==> src/rtl/useq_pkg.sv <==
package useq_pkg;
   // Geometry of the control store and the microinstruction
   localparam int STATE_W = 6;
   localparam int CTRL_W  = 26;
   localparam int OPC_W   = 4;
   localparam int STORE_D = 1 << STATE_W;
   localparam int UWORD_W = CTRL_W + 1 + 2 + STATE_W;

   // Bit positions of the jump target that each condition mode may set
   localparam int RDY_BIT  = 1;
   localparam int BEN_BIT  = 2;
   localparam int MODE_BIT = 0;

   // Well-known states of the test microprogram
   localparam logic [STATE_W-1:0] ST_BRANCH    = 6'd0;
   localparam logic [STATE_W-1:0] ST_READ      = 6'd2;
   localparam logic [STATE_W-1:0] ST_AMODE     = 6'd4;
   localparam logic [STATE_W-1:0] ST_FETCH0    = 6'd18;
   localparam logic [STATE_W-1:0] ST_FETCH1    = 6'd19;
   localparam logic [STATE_W-1:0] ST_AMODE_LO  = 6'd20;
   localparam logic [STATE_W-1:0] ST_RD_WAIT   = 6'd29;
   localparam logic [STATE_W-1:0] ST_DECODE    = 6'd32;
   localparam logic [STATE_W-1:0] ST_FETCH_MEM = 6'd33;
   localparam logic [STATE_W-1:0] ST_FETCH_IR  = 6'd35;

   typedef enum logic [1:0] {
      CND_JUMP   = 2'b00,
      CND_MEMRDY = 2'b01,
      CND_BRANCH = 2'b10,
      CND_AMODE  = 2'b11
   } cond_e;

   typedef struct packed {
      logic [CTRL_W-1:0]  ctrl;
      logic               ird;
      cond_e              cond;
      logic [STATE_W-1:0] jump;
   } uword_t;
endpackage

==> src/rtl/useq_store.sv <==
module useq_store
   import useq_pkg::*;
(
   input  logic [STATE_W-1:0] addr,
   output uword_t             word
);
   // Fill the control word with a pattern taken from the address, so that a
   // word read from the wrong address can be seen on the control outputs.
   function automatic logic [CTRL_W-1:0] ctrl_pattern(input logic [STATE_W-1:0] a);
      logic [CTRL_W-1:0] c;
      for (int k = 0; k < CTRL_W; k++) begin
         c[k] = a[k % STATE_W];
      end
      return c;
   endfunction

   // The test microprogram. Any state not listed returns to fetch.
   function automatic uword_t rom_word(input logic [STATE_W-1:0] a);
      uword_t w;
      w.ctrl = ctrl_pattern(a);
      w.ird  = 1'b0;
      w.cond = CND_JUMP;
      w.jump = ST_FETCH0;
      case (a)
         ST_FETCH0, ST_FETCH1: w.jump = ST_FETCH_MEM;
         ST_FETCH_MEM: begin
            w.cond = CND_MEMRDY;
            w.jump = ST_FETCH_MEM;
         end
         ST_FETCH_IR:  w.jump = ST_DECODE;
         ST_DECODE: begin
            w.ird  = 1'b1;
            w.jump = ST_DECODE;
         end
         ST_BRANCH: begin
            w.cond = CND_BRANCH;
            w.jump = ST_FETCH0;
         end
         ST_AMODE: begin
            w.cond = CND_AMODE;
            w.jump = ST_AMODE_LO;
         end
         ST_READ:      w.jump = ST_RD_WAIT;
         ST_RD_WAIT: begin
            w.cond = CND_MEMRDY;
            w.jump = ST_RD_WAIT;
         end
         default: ;
      endcase
      return w;
   endfunction

   always_comb begin
      word = rom_word(addr);
   end

   initial begin
      assert ($bits(uword_t) == UWORD_W) else $fatal(1, "microinstruction width mismatch");
      assert (STORE_D <= 64) else $fatal(1, "control store deeper than the address allows");
   end
endmodule

==> src/rtl/useq_next.sv <==
module useq_next
   import useq_pkg::*;
(
   input  logic               ird,
   input  cond_e              cond,
   input  logic [STATE_W-1:0] jump,
   input  logic               ready,
   input  logic               ben,
   input  logic               mode_bit,
   input  logic [OPC_W-1:0]   opcode,
   output logic [STATE_W-1:0] nxt
);
   logic [STATE_W-1:0] disp;
   logic [STATE_W-1:0] or_mask;

   // Dispatch address: the opcode with zeros above it
   generate
      if (STATE_W > OPC_W) begin : g_pad
         assign disp = {{(STATE_W-OPC_W){1'b0}}, opcode};
      end else begin : g_trunc
         assign disp = opcode[STATE_W-1:0];
      end
      if (RDY_BIT >= STATE_W || BEN_BIT >= STATE_W || MODE_BIT >= STATE_W) begin : g_bad_bits
         initial $fatal(1, "condition bit position outside the state field");
      end
   endgenerate

   // One status bit is placed in one position, chosen by the mode
   always_comb begin
      or_mask = '0;
      unique case (cond)
         CND_JUMP:   ;
         CND_MEMRDY: or_mask[RDY_BIT]  = ready;
         CND_BRANCH: or_mask[BEN_BIT]  = ben;
         CND_AMODE:  or_mask[MODE_BIT] = mode_bit;
      endcase
   end

   always_comb begin
      if (ird) nxt = disp;
      else     nxt = jump | or_mask;
   end
endmodule

==> src/rtl/useq_ben.sv <==
module useq_ben
   import useq_pkg::*;
(
   input  logic       clk,
   input  logic       rst,
   input  logic       load,
   input  logic [2:0] sel,
   input  logic [2:0] flags,
   output logic       ben
);
   logic ben_q;

   always_ff @(posedge clk) begin
      if (rst)       ben_q <= 1'b0;
      else if (load) ben_q <= |(sel & flags);
   end

   assign ben = ben_q;
endmodule

==> src/rtl/useq_control.sv <==
module useq_control
   import useq_pkg::*;
#(
   parameter logic [STATE_W-1:0] RESET_ST  = ST_FETCH0,
   parameter logic [STATE_W-1:0] DECODE_ST = ST_DECODE
) (
   input  logic               clk,
   input  logic               rst,
   input  logic               mem_ready,
   input  logic [15:0]        instr,
   input  logic               cc_n,
   input  logic               cc_z,
   input  logic               cc_p,
   output logic [STATE_W-1:0] state_o,
   output logic [CTRL_W-1:0]  ctrl_o
);
   localparam int OPC_LSB = 16 - OPC_W;

   logic [STATE_W-1:0] state_q;
   uword_t             uinst_q;
   uword_t             word_d;
   logic [STATE_W-1:0] nxt;
   logic [STATE_W-1:0] store_addr;
   logic               ben_q;
   logic               unused_ir;

   assign unused_ir = ^instr[8:0];

   useq_next u_next (
      .ird      (uinst_q.ird),
      .cond     (uinst_q.cond),
      .jump     (uinst_q.jump),
      .ready    (mem_ready),
      .ben      (ben_q),
      .mode_bit (instr[11]),
      .opcode   (instr[15:OPC_LSB]),
      .nxt      (nxt)
   );

   // A single store read serves both the reset word and the next word
   assign store_addr = rst ? RESET_ST : nxt;

   useq_store u_store (
      .addr (store_addr),
      .word (word_d)
   );

   useq_ben u_ben (
      .clk   (clk),
      .rst   (rst),
      .load  (state_q == DECODE_ST),
      .sel   (instr[11:9]),
      .flags ({cc_n, cc_z, cc_p}),
      .ben   (ben_q)
   );

   always_ff @(posedge clk) begin
      state_q <= store_addr;
      uinst_q <= word_d;
   end

   assign state_o = state_q;
   assign ctrl_o  = uinst_q.ctrl;

   initial begin
      assert (OPC_W < 16) else $fatal(1, "opcode field wider than the instruction");
   end

   AST_RESET_STATE: assert property (@(posedge clk) disable iff (rst)
      $past(rst) |-> (state_q == RESET_ST && !ben_q)) else $error("reset state");
   AST_FETCH_STALL: assert property (@(posedge clk) disable iff (rst)
      (state_q == ST_FETCH_MEM && !mem_ready) |=> state_q == ST_FETCH_MEM) else $error("fetch stall");
   AST_FETCH_EXIT: assert property (@(posedge clk) disable iff (rst)
      (state_q == ST_FETCH_MEM && mem_ready) |=> state_q == ST_FETCH_IR) else $error("fetch exit");
   AST_MEMRDY_HOLD: assert property (@(posedge clk) disable iff (rst)
      (!uinst_q.ird && uinst_q.cond == CND_MEMRDY && !mem_ready) |=> state_q == $past(state_q)) else $error("wait hold");
   AST_DISPATCH: assert property (@(posedge clk) disable iff (rst)
      uinst_q.ird |=> (state_q[OPC_W-1:0] == $past(instr[15:OPC_LSB]) &&
                       state_q[STATE_W-1:OPC_W] == '0)) else $error("dispatch");
   AST_BEN_HOLD: assert property (@(posedge clk) disable iff (rst)
      (state_q != DECODE_ST) |=> $stable(ben_q)) else $error("ben hold");
   AST_BEN_LOAD: assert property (@(posedge clk) disable iff (rst)
      (state_q == DECODE_ST) |=> ben_q == $past((instr[11] & cc_n) | (instr[10] & cc_z) |
                                                (instr[9] & cc_p))) else $error("ben load");
endmodule

==> config.mk <==
export PLATFORM = sky130hd
export DESIGN_NAME = useq_control
export DESIGN_NICKNAME = d
export VERILOG_FILES = /design/src/rtl/useq_pkg.sv /design/src/rtl/useq_store.sv /design/src/rtl/useq_next.sv /design/src/rtl/useq_ben.sv /design/src/rtl/useq_control.sv
export SDC_FILE = /design/constraint.sdc
export NUM_CORES = 1
export LEC_CHECK = 0
export CORE_MARGIN = 2
export CORE_UTILIZATION = 40
export DETAILED_ROUTE_END_ITERATION = 10
export PLACE_DENSITY = 0.85
export SYNTH_ARGS = -nofsm -noshare
export SYNTH_HDL_FRONTEND = slang
export SYNTH_SLANG_ARGS = --single-unit
==> constraint.sdc <==
create_clock -name clk -period 4 [get_ports clk]
set_input_delay 0.8 -clock clk [delete_from_list [all_inputs] [get_ports clk]]
set_output_delay 0.8 -clock clk [all_outputs]
set_load 0.02 [all_outputs]
==> metrics <==
Pwr per Cell Area=657 nW/um^2; Synthesized Nets=122; Power Total=810 uW; met3 wire len=161 um; Worst Hold End=u_ben.ben; slew margin rel.=0.534; CTS Buffer Depth=2; post-synth top area share=0.344; post-place setup slack=1.30 ns; number of nets still failing antenna checks after routing=0; WL/cell=12.8 um; largest family of logic cells by synthesized area=buffers and inverters; number of antenna violations at the first check in global routing=0; metal1 wirelength=798 um; crit path DAT=2.66 ns; Clk pin slew, worst setup/hold paths=0.10 ns; quantity of hold-fixing buffers added after cts=0; Leak Pwr=0.453 nW; layout cells sized above 1=0.108; CP Class=primary input to flop; setup TNS after final layout=0 ns; Post-Syn Instances=100; TritonCTS clock tree=done; placed cell area=1200 sq um; layout net count=143; Resize count post-CTS=0; Slew Limit Fails=0; worst flop-to-flop path startpoint=uinst_q[8]; DRT Pass-1 Iters=4; Synth Area in XOR/XNOR=0; final wirelength=1.90 mm; fmax=415 MHz; CP cell instances=clkdlybuf4s50_1 -> a311oi_2 -> nor3_2 -> or4_4 -> a21oi_2 -> a21o_1; Root Driver=clkbuf_4; final core utilization=0.557; Post-Synthesis Cell Area=931 sq um; die height=52.2 um; sequential share of power=0.314; multi-input logic area=393 sq um; initial drt markers=16; Placeable Area=2210 sq um; slowest stage delay, CP=0.56 ns; Pint=481 uW; Max VDD drop=0.286 mV; final instance area=1230 sq um; slowest CP cell=or4_4; largest net degree at the start of global routing=17; total congestion overflow=0; Post-synth ARST share=0; post-synthesis mux area share=0.0323; vias after detailed routing=754; via count of the first global-routing pass=651; min cycle time layout=2.41 ns; area grow syn2layout=32.4%; Reg area=320 sq um; Synth Area in Adders=0; HP Start=u_ben.ben; RSZ-0062 raised after global routing=false; commonest non-fill, non-tap cell in the layout=clkdlybuf4s50_1; Hold Vio Cnt, Final=0; FF-to-FF End=uinst_q[1]; Placed Cells=144; post-synthesis simple-gate area fraction=0.206; Final period util=0.602; postcts setup bufs=0; YS warnings=0; CTS buffer count=3; GRT Total Usage=0.149; Compound-Gate Fraction of Synth Area=0.184; hold slack final=0.535 ns; EDFF count, synth=0; Cell Count, Final, Fillers Out=148; CTS sink cnt=16; register area share after synthesis=0.344; Worst Reg-to-Reg Cells=5; R2R Setup Slk=2.06 ns; H-tree depth=1; Ant. Diodes=0; power share of the combinational group=0.552; Critical Path End Type=flop; cell taking the most area after synthesis=dfxtp_1; residual DRC count=0; Psw=329 uW; flops & latches, synth=16; gpl congestion=0.876; top layer in use=met4; first-pass GRT wire length=2.95 mm; Hold Path Depth=2; hpwl dp=1.49 mm; fill count=195; final setup vio count=0; final setup margin=1.59 ns; Placement Rows=17; PortBufs=44; clock share of power=0.133; crit path max fanout=7; worst skew pair latency=0.29 ns; Setup crit start kind=primary input; number of distinct library cells after synthesis=35; DR vias/cell=5.09; clk_skew=0.00581 ns; slew of the pin with the lowest slew margin=0.698 ns; Synth Area per Inst=9.31 sq um; Starting Density=0.421; Boundary Pins=54; Main synth FF type=dfxtp_1; met2 routed WL=901 um; Die Area=2730 sq um; Critical Path RT=4.25 ns; Hold Path Class=flop to flop; Max Cap Violations=0; commonest non-fill, non-tap cells in the layout=clkdlybuf4s50_1, dfxtp_1, nor2_1, nand2b_1; status=complete, no violations; sw frac=0.406; Area contributors post-synth=dfxtp_1, buf_4, mux2i_1; die extent in x=52.2 um
==> critical path, delay by kind of cell <==
| kind | cells | cell delay [ns] |
|---|---|---|
| buf+inv | 1 | 0.48 |
| simple gates | 2 | 0.71 |
| compound gates | 3 | 0.67 |
==> cell usage after synthesis, types with 2 or more instances <==
master    instances
a21oi_1           2
a21oi_2           2
and2b_1           2
buf_4            26
dfxtp_1          16
inv_1             2
mux2i_1           3
nand2_1           2
nand2b_1          4
nand3_1           2
nor2_1            6
nor2b_1           3
nor3_1            3
nor4_1            3
o21ai_0           2
o21bai_1          3
==> how the worst max path moves through the flow <==
stage	slack (ns)	cells past startpoint	to	start
floorplan	1.97	5	uinst_q[1]	instr[11]
global placement	1.32	6	uinst_q[0]	instr[11]
detailed placement	1.30	6	uinst_q[0]	instr[11]
CTS	1.61	6	uinst_q[0]	instr[11]
global route	1.54	6	uinst_q[0]	instr[11]
finish	1.59	6	uinst_q[0]	instr[11]
==> power groups by stage <==
stage | sequential (mW) | combinational (mW) | clock (mW)
final | 0.255 | 0.448 | 0.108
after global routing | 0.264 | 0.476 | 0.118
after CTS | 0.256 | 0.449 | 0.111
after detailed placement | 0.259 | 0.447 | 0
after global placement | 0.255 | 0.440 | 0
after floorplan | 0.268 | 0.325 | 0
==> logic make-up after synthesis <==
group	after synthesis
compound gates	19
buf+inv	30
flops	16
mux	3
simple gates	32
==> area by class of cell <==
cell class / instances / area share
Inverter: 2 / 0.00609
Tap cell: 28 / 0.0284
Multi-Input combinational cell: 54 / 0.319
Sequential cell: 16 / 0.260
Clock buffer: 4 / 0.0294
Timing Repair Buffer: 44 / 0.357
==> metal layers <==
metal | up-vias | GRT usage
li1 | 371 | -
met1 | 338 | 0.184
met2 | 39 | 0.245
met3 | 6 | 0.0286
met4 | 0 | 0.0769
met5 | - | 0
==> flip-flops by register name, indices dropped and copies added (netlist names) <==
signal     flops
ctrl_o         6
u_ben.ben      1
uinst_q        9
No activity file was read; power rests on OpenSTA's default activity.
